**config.mk**
```make
export PLATFORM = sky130hd
export DESIGN_NAME = mfm_tx
export DESIGN_NICKNAME = d
export VERILOG_FILES = /design/src/rtl/mfm_tx.sv
export SDC_FILE = /design/constraint.sdc
export NUM_CORES = 1
export LEC_CHECK = 0
export BUFFER_PORTS_ARGS = -buffer_cell sky130_fd_sc_hd__buf_4
export CAP_MARGIN = 20
export CORE_MARGIN = 2
export CORE_UTILIZATION = 35
export DETAILED_ROUTE_END_ITERATION = 10
export SYNTH_ARGS = -nofsm -noshare
export SYNTH_HDL_FRONTEND = slang
export SYNTH_SLANG_ARGS = --single-unit
```
**constraint.sdc**
```tcl
create_clock -name clk -period 2.33 [get_ports clk]
set_clock_uncertainty 0.2 [all_clocks]
set_input_delay 0.466 -clock clk [delete_from_list [all_inputs] [get_ports clk]]
set_output_delay 0.466 -clock clk [all_outputs]
set_load 0.02 [all_outputs]
```
**src/rtl/mfm_tx.sv**
```systemverilog
module mfm_tx #(
  parameter int WORD_W  = 4,
  parameter int SPACING = 5,
  parameter int REPEAT  = 6
) (
  input  logic              clk,
  input  logic              rst_n,
  input  logic              net_mode,
  input  logic              frame_tick,
  input  logic              mf_start,
  input  logic              word1_wr,
  input  logic [WORD_W-1:0] word1_in,
  input  logic              word2_wr,
  input  logic [WORD_W-1:0] word2_in,
  input  logic              chan_on,
  input  logic              chan_off,
  input  logic              every_on,
  input  logic              every_off,
  input  logic              six_on,
  input  logic              six_off,
  output logic              m1_bit,
  output logic              m2_bit,
  output logic              mf_clk_out,
  output logic              mf_irq
);

  localparam int FRAMES = WORD_W * SPACING;
  localparam int FW     = $clog2(FRAMES);
  localparam int CW     = $clog2(REPEAT + 1);

  logic [FW-1:0]     fidx;
  logic              synced, chan_en, every_en, six_en;
  logic [WORD_W-1:0] act1, act2, pend1, pend2;
  logic              pv1, pv2;
  logic [CW-1:0]     rep_cnt;
  logic              on_slot, b1, b2;

  wire mfs      = frame_tick & mf_start;
  wire rep_done = !six_en || (rep_cnt == CW'(REPEAT));
  wire load1    = mfs && pv1 && rep_done;
  wire load2    = mfs && pv2;
  wire live     = synced && chan_en;

  always_ff @(posedge clk) begin
    if (!rst_n) begin
      fidx   <= '0;
      synced <= 1'b0;
    end else if (mfs) begin
      fidx   <= '0;
      synced <= 1'b1;
    end else if (frame_tick) begin
      fidx <= (fidx == FW'(FRAMES - 1)) ? '0 : fidx + 1'b1;
    end
  end

  always_ff @(posedge clk) begin
    if (!rst_n) begin
      chan_en  <= 1'b0;
      every_en <= 1'b0;
      six_en   <= 1'b0;
    end else begin
      chan_en  <= chan_off  ? 1'b0 : (chan_on  | chan_en);
      every_en <= every_off ? 1'b0 : (every_on | every_en);
      six_en   <= six_off   ? 1'b0 : (six_on   | six_en);
    end
  end

  always_ff @(posedge clk) begin
    if (!rst_n)
      rep_cnt <= CW'(REPEAT);
    else if (six_off || !six_en)
      rep_cnt <= CW'(REPEAT);
    else if (load1)
      rep_cnt <= CW'(1);
    else if (mfs && rep_cnt < CW'(REPEAT))
      rep_cnt <= rep_cnt + 1'b1;
  end

  always_ff @(posedge clk) begin
    if (!rst_n) begin
      act1  <= '0;
      pend1 <= '0;
      pv1   <= 1'b0;
      act2  <= '0;
      pend2 <= '0;
      pv2   <= 1'b0;
    end else begin
      if (load1) begin
        act1 <= pend1;
        pv1  <= 1'b0;
      end
      if (word1_wr) begin
        pend1 <= word1_in;
        pv1   <= 1'b1;
      end
      if (load2) begin
        act2 <= pend2;
        pv2  <= 1'b0;
      end
      if (word2_wr) begin
        pend2 <= word2_in;
        pv2   <= 1'b1;
      end
    end
  end

  always_ff @(posedge clk) begin
    if (!rst_n)
      mf_irq <= 1'b0;
    else
      mf_irq <= mfs && chan_en &&
                (every_en || (six_en && rep_cnt == CW'(REPEAT - 1)));
  end

  always_comb begin
    on_slot = 1'b0;
    b1      = 1'b0;
    b2      = 1'b0;
    for (int i = 0; i < WORD_W; i++) begin
      if (fidx == FW'(i * SPACING)) begin
        on_slot = 1'b1;
        b1      = act1[WORD_W-1-i];
        b2      = act2[WORD_W-1-i];
      end
    end
  end

  assign m1_bit     = live && on_slot && b1;
  assign m2_bit     = live && on_slot && net_mode && b2;
  assign mf_clk_out = live && net_mode && (fidx == '0);

  p_irq_at_start_r7: assert property (@(posedge clk) disable iff (!rst_n)
    mf_irq |-> $past(frame_tick && mf_start && chan_en));

  p_quiet_irq_r10: assert property (@(posedge clk) disable iff (!rst_n)
    ($past(!chan_en) && !chan_en) |-> !mf_irq);

  p_term_no_s2_r3: assert property (@(posedge clk) disable iff (!rst_n)
    !net_mode |-> !m2_bit);

  p_hold_word_r6: assert property (@(posedge clk) disable iff (!rst_n)
    (mfs && six_en && rep_cnt < CW'(REPEAT)) |=> $stable(act1));

  p_cnt_range_r6: assert property (@(posedge clk) disable iff (!rst_n)
    (rep_cnt != '0) && (rep_cnt <= CW'(REPEAT)));

  p_load_at_start_r5: assert property (@(posedge clk) disable iff (!rst_n)
    !$stable(act1) |-> $past(frame_tick && mf_start));

  p_pulse_one_r8: assert property (@(posedge clk) disable iff (!rst_n)
    mf_irq |=> !mf_irq);

endmodule

```
==> results of run 1 <==
## layer usage
| layer | vias up | global-route usage, % | share of wire, % | routed length (um) |
|---|---|---|---|---|
| met2 | 28 | 27.2 | 49 | 1570 |
| met5 | - | 0 | 0 | 0 |
| met4 | 0 | 7.25 | 1.7 | 56 |
| met1 | 525 | 19.9 | 44 | 1420 |
| li1 | 583 | - | - | - |
| met3 | 5 | 5.68 | 5.1 | 163 |
## cell families (layout without fill, tap and decap cells)
kind of cell	Yosys count	after routing	synth area share (%)
XOR/XNOR	4	4	2.40
multiplexers	17	17	11.7
adder cells (fa/ha/maj)	8	8	6.86
AO/OA/AOI/OAI	19	19	8.66
AND/OR/NAND/NOR	57	57	25.0
buffers and inverters	11	49	2.92
flip-flops	31	31	42.5
## power by group through the flow
stage	registers, mW	logic (mW)	clock network (mW)
3_3_place_gp	0.575	0.108	0
5_1_grt	0.568	0.149	0.461
2_1_floorplan	0.572	0.0632	0
4_1_cts	0.565	0.134	0.431
3_5_place_dp	0.576	0.112	0
6_report	0.565	0.134	0.418
## Yosys cell counts, types with 2 or more instances
cell type and instances:
and2_1 2, inv_1 6, nand2_1 10, dfxtp_1 31, and4bb_1 2, a21oi_1 3, nor2_1 9, o21a_1 4
xnor2_1 2, a221oi_1 2, clkbuf_1 4, xor2_1 2, mux2i_1 17, nand3_1 2, nor2b_1 18, nor3b_1 3
o21ai_0 3, a31oi_1 2, nor3_1 2, ha_1 8
## worst max path at each step
| stage | slack (ns) | cells after the start | end | start |
|---|---|---|---|---|
| 6_report | -0.38 | 7 | m2_bit | fidx[1]$_SDFFE_PP0P_ |
| 5_1_grt | -0.45 | 7 | m2_bit | fidx[1]$_SDFFE_PP0P_ |
| 4_1_cts | -0.38 | 7 | m2_bit | fidx[1]$_SDFFE_PP0P_ |
| 3_5_place_dp | -0.16 | 7 | m2_bit | fidx[1]$_SDFFE_PP0P_ |
| 3_3_place_gp | -0.05 | 7 | m2_bit | fidx[1]$_SDFFE_PP0P_ |
| 2_1_floorplan | 0.02 | 5 | m2_bit | fidx[0]$_SDFFE_PP0P_ |
## critical path: stages, from the launching register on
cell,delay [ns]
dfxtp_4,0.37
inv_4,0.07
ha_4,0.13
nor4b_4,0.28
nor3_2,0.09
or4_4,0.54
a21oi_4,0.17
buf_6,0.13
## repair_timing
action | CTS | global route
endpoints found under the setup margin | 3 | 3
cloned | 0 | 0
gates resized for setup | 23 | 2
setup buffers | 6 | 0
hold endpoints to repair | 0 | 0
pin swaps | 7 | 0
## final cells by class
cell class              instances  area (um2)
clock inverters                 1        5.00
well taps                      50        62.6
inverters                       6        27.5
clock buffers                   6        82.6
fillers                       369        2030
multi-input cells             105         872
flip-flops and latches         31         628
repair buffers                 36         293
## state kept, by name, indices dropped and copies added (netlist names), 3 cells and up
register,count
act2,4
rep_cnt,3
pend1,4
act1,4
pend2,4
fidx,5
==> reports/results.ini, run 1 <==
[run_status]
run_status=finished, violations left
failed_checks=negative setup slack

[routing]
drt_pass1_iterations=4
postRouteAntennaNets=0
routedWlPerCell_um=13.7
drc_errors=0
viasPerCell=4.86
routed_wl_um=3210
vias=1141
drtIter0Drc=46

[hold_path]
holdPathStages=2
hp-start=every_off
min_to=every_en$_SDFF_PP0_
hold_class=primary input to flop

[flow_run]
maxCapViolations=0

[die]
dieArea_um2=4700
rows=23
die_w_um=68.6
initial_core_util_pct=36.5
fp.dieH_um=68.6
io_pins=25
coreArea_um2=4000

[power]
switching_power_uw=258
p_total_mw=1.12
power.internal_uw=859
pwr-share-clk_pct=37.4
ir_drop_mv=0.375
p_per_area_nw_per_um2=567
combPwrFrac_pct=12.0
p_leak_nw=0.842
switching_share_pct=23.1
seq_power_share_pct=50.5

[global_routing]
track_usage_pct=16.7
grt_max_degree=27
grt_pass1_vias=1176
antenna_found_initial=0
gr-total-overflow=0
grt_pass1_wl_um=5620

[synth]
syn-cell-area_um2=1460
syn_nets=176
syn_inst=147
ys_seq_area_share_pct=42.5
yosysUniqueCellTypes=35
synthFlopType=dfxtp_1
yosys_register_bits=31
synth_top_area_cell=dfxtp_1
syn_area_per_cell_um2=9.92
synth_area_leaders=dfxtp_1 (43%), mux2i_1 (12%), nor2b_1 (7.7%)
async_reset_ff_share_pct=0
yosys_warnings=0
yosysTopAreaCellShare_pct=42.5
synth_edf_count=0

[placement]
dp_slack_ns=-0.164
hpwlAfterDp_um=2410
portBuffers=24
placedCellCount=224
routabilityCongestion=0.831
dpl_cell_area_um2=1760

[layout]
stdcell_count=235
layout-drive-gt1-share_pct=33.5
final_nets=214
area_growth_pct=35.1
n_antenna_cell=0
final_cell_mix=buf_4 (30), dfxtp_1 (29), nor2b_1 (18), mux2i_1 (17), nand2_1 (10)
final_common_cell=buf_4
final_core_util_pct=49.3
stdcell_area_um2=1970

[clock_network]
cts_tree=built
root_buffer=clkbuf_8
cts.sinks=31
clk_latency_ns=0.28
htreeDepth=2
ctsHoldBuffers=0
cts.clk_slew.worst_paths_ns=0.06
cts_buffer_depth=2
cts_made_buffers=5

[timing]
period_share_pct=116
rsz0062_at_grt=yes
setup-tns-final_ns=-0.945
setup_violations=3
worst_slew_pin_slew_ns=0.486
fmax_mhz=369
holdWs_ns=0.151
final_hold_viol_count=0
post-route-worst-setup-slack_ns=-0.381
slew_viol_final=0
period_minus_slack_ns=2.71
slew_headroom_pct=67.6

[worst_setup_path]
critPathLaunchType=flop
crit_type=flop to output pin
critPathCaptureType=output pin
crit_fanout=4
cp.required_ns=1.66
worstPathArrival_ns=2.04
reg2reg_slack_ns=0.61
r2r_start=rep_cnt[0]$_SDFFE_PP0P_
timing.rr.end=act1[1]$_SDFFE_PN0P_
reg2reg_depth=6

No activity file was read; power rests on OpenSTA's default activity.
==> run 2, diff against run 1 <==
TNS_END_PERCENT = 10   (was not set)
==> run 2 against run 1 <==
The flow still finishes with violations (negative setup slack); via count increased by 0.88%; power decreased by 0.67%; largest power group unchanged; die area stayed put; global-route usage is 0.097 points lower; register-to-register slack improved by 0.02 ns; highest routed layer unchanged; combinational power is 4% lower; final cell count unchanged; maximum frequency increased by 0.36%; count of clock-buffer cells in the layout is the same; sequential power about the same; hold slack hardly changed.
==> reports/results.ini, run 2 (synthesis gave the netlist of run 1 again) <==
[die]
fp.dieH_um=68.6
initial_core_util_pct=36.5
io_pins=25
dieArea_um2=4700
die_w_um=68.6
rows=23
coreArea_um2=4000

[timing]
setup-tns-final_ns=-0.954
period_share_pct=116
slew_headroom_pct=67.6
final_hold_viol_count=0
post-route-worst-setup-slack_ns=-0.371
rsz0062_at_grt=yes
setup_violations=3
holdWs_ns=0.151
slew_viol_final=0
worst_slew_pin_slew_ns=0.486
fmax_mhz=370
period_minus_slack_ns=2.70

[global_routing]
grt_pass1_wl_um=5580
antenna_found_initial=0
grt_max_degree=27
grt_pass1_vias=1185
track_usage_pct=16.6
gr-total-overflow=0

[clock_network]
cts.clk_slew.worst_paths_ns=0.06
cts_tree=built
htreeDepth=2
cts_made_buffers=5
clk_latency_ns=0.28
cts.sinks=31
cts_buffer_depth=2
root_buffer=clkbuf_8

[layout]
area_growth_pct=33.6
stdcell_area_um2=1950
n_antenna_cell=0
layout-drive-gt1-share_pct=33.0
stdcell_count=235
multi_input_area_um2=866
final_common_cell=buf_4
largest_reg_flops=5
final_cell_mix=buf_4 (34), dfxtp_1 (29), nor2b_1 (18), mux2i_1 (17), nand2_1 (10)
max_flop_register=fidx
seq_area_um2=628
final_core_util_pct=48.7
final_nets=214
nFillCells=376

[routing]
drc_errors=0
drt_pass1_iterations=4
viasPerCell=4.90
routed_wl_um=3190
postRouteAntennaNets=0
routedWlPerCell_um=13.6
vias=1151
drtIter0Drc=52

[placement]
portBuffers=24
dpl_cell_area_um2=1760
routabilityCongestion=0.831
dp_slack_ns=-0.164
placedCellCount=224
hpwlAfterDp_um=2410

[flow_run]
maxCapViolations=0

[run_status]
run_status=finished, violations left
failed_checks=negative setup slack

[worst_setup_path]
cp.required_ns=1.66
critPathCaptureType=output pin
crit_fanout=4
crit_type=flop to output pin
critPathLaunchType=flop
worstPathArrival_ns=2.04

[power]
p_total_mw=1.11
p_leak_nw=0.835
p_per_area_nw_per_um2=569
ir_drop_mv=0.372

[hold_path]
hold_class=primary input to flop

-- run 2: cell types whose count changed in the layout (fill, tap and decap cells not counted) --
cell      before  now
buf_6          6    2
a221oi_2       2    1
a221oi_1       0    1
buf_4         30   34
-- run 2: repair_timing --
| action | 4_1_cts | 5_1_grt |
|---|---|---|
| gates resized for setup | 18 | 2 |
| pin swaps | 6 | 0 |
| hold buffers | 0 | 0 |
| buffers inserted | 4 | 0 |
| endpoints found under the setup margin | 3 | 3 |
-- run 2: worst paths after layout --
kind / startpoint / to / slack [ns] / cells past startpoint
max reg2reg: rep_cnt[0]$_SDFFE_PP0P_ / act1[1]$_SDFFE_PN0P_ / 0.63 / 6
min: every_off / every_en$_SDFF_PP0_ / 0.15 / 2
min reg2reg: synced$_SDFFE_PN0P_ / synced$_SDFFE_PN0P_ / 0.31 / 1
max: fidx[1]$_SDFFE_PP0P_ / m2_bit / -0.37 / 7
-- run 2: routing by layer --
layer	vias up	track usage [%]	wire [um]	share of wire (%)
li1	585	-	-	-
met1	531	19.6	1420	44
met2	30	27.3	1560	49
met3	5	5.52	164	5.1
met4	0	7.25	56	1.8
met5	-	0	0	0
-- run 2: power breakdown --
part	internal (mW)	switching, mW
clock network	0.231	0.186
registers	0.549	0.0158
logic	0.0747	0.0535
total	0.855	0.255
-- run 2: worst max-delay path, cell delays in order, from the launching register on --
cell and delay (ns):
dfxtp_4 0.37, inv_4 0.07, ha_4 0.13, nor4b_4 0.27
nor3_2 0.09, or4_4 0.54, a21oi_4 0.17, buf_6 0.13
-- run 2: final cells by class --
type,count,area share [%]
Tap cell,50,3.21
Timing Repair Buffer,36,14.2
Multi-Input combinational cell,105,44.4
Clock inverter,1,0.257
Clock buffer,6,4.24
Inverter,6,1.41
Sequential cell,31,32.2
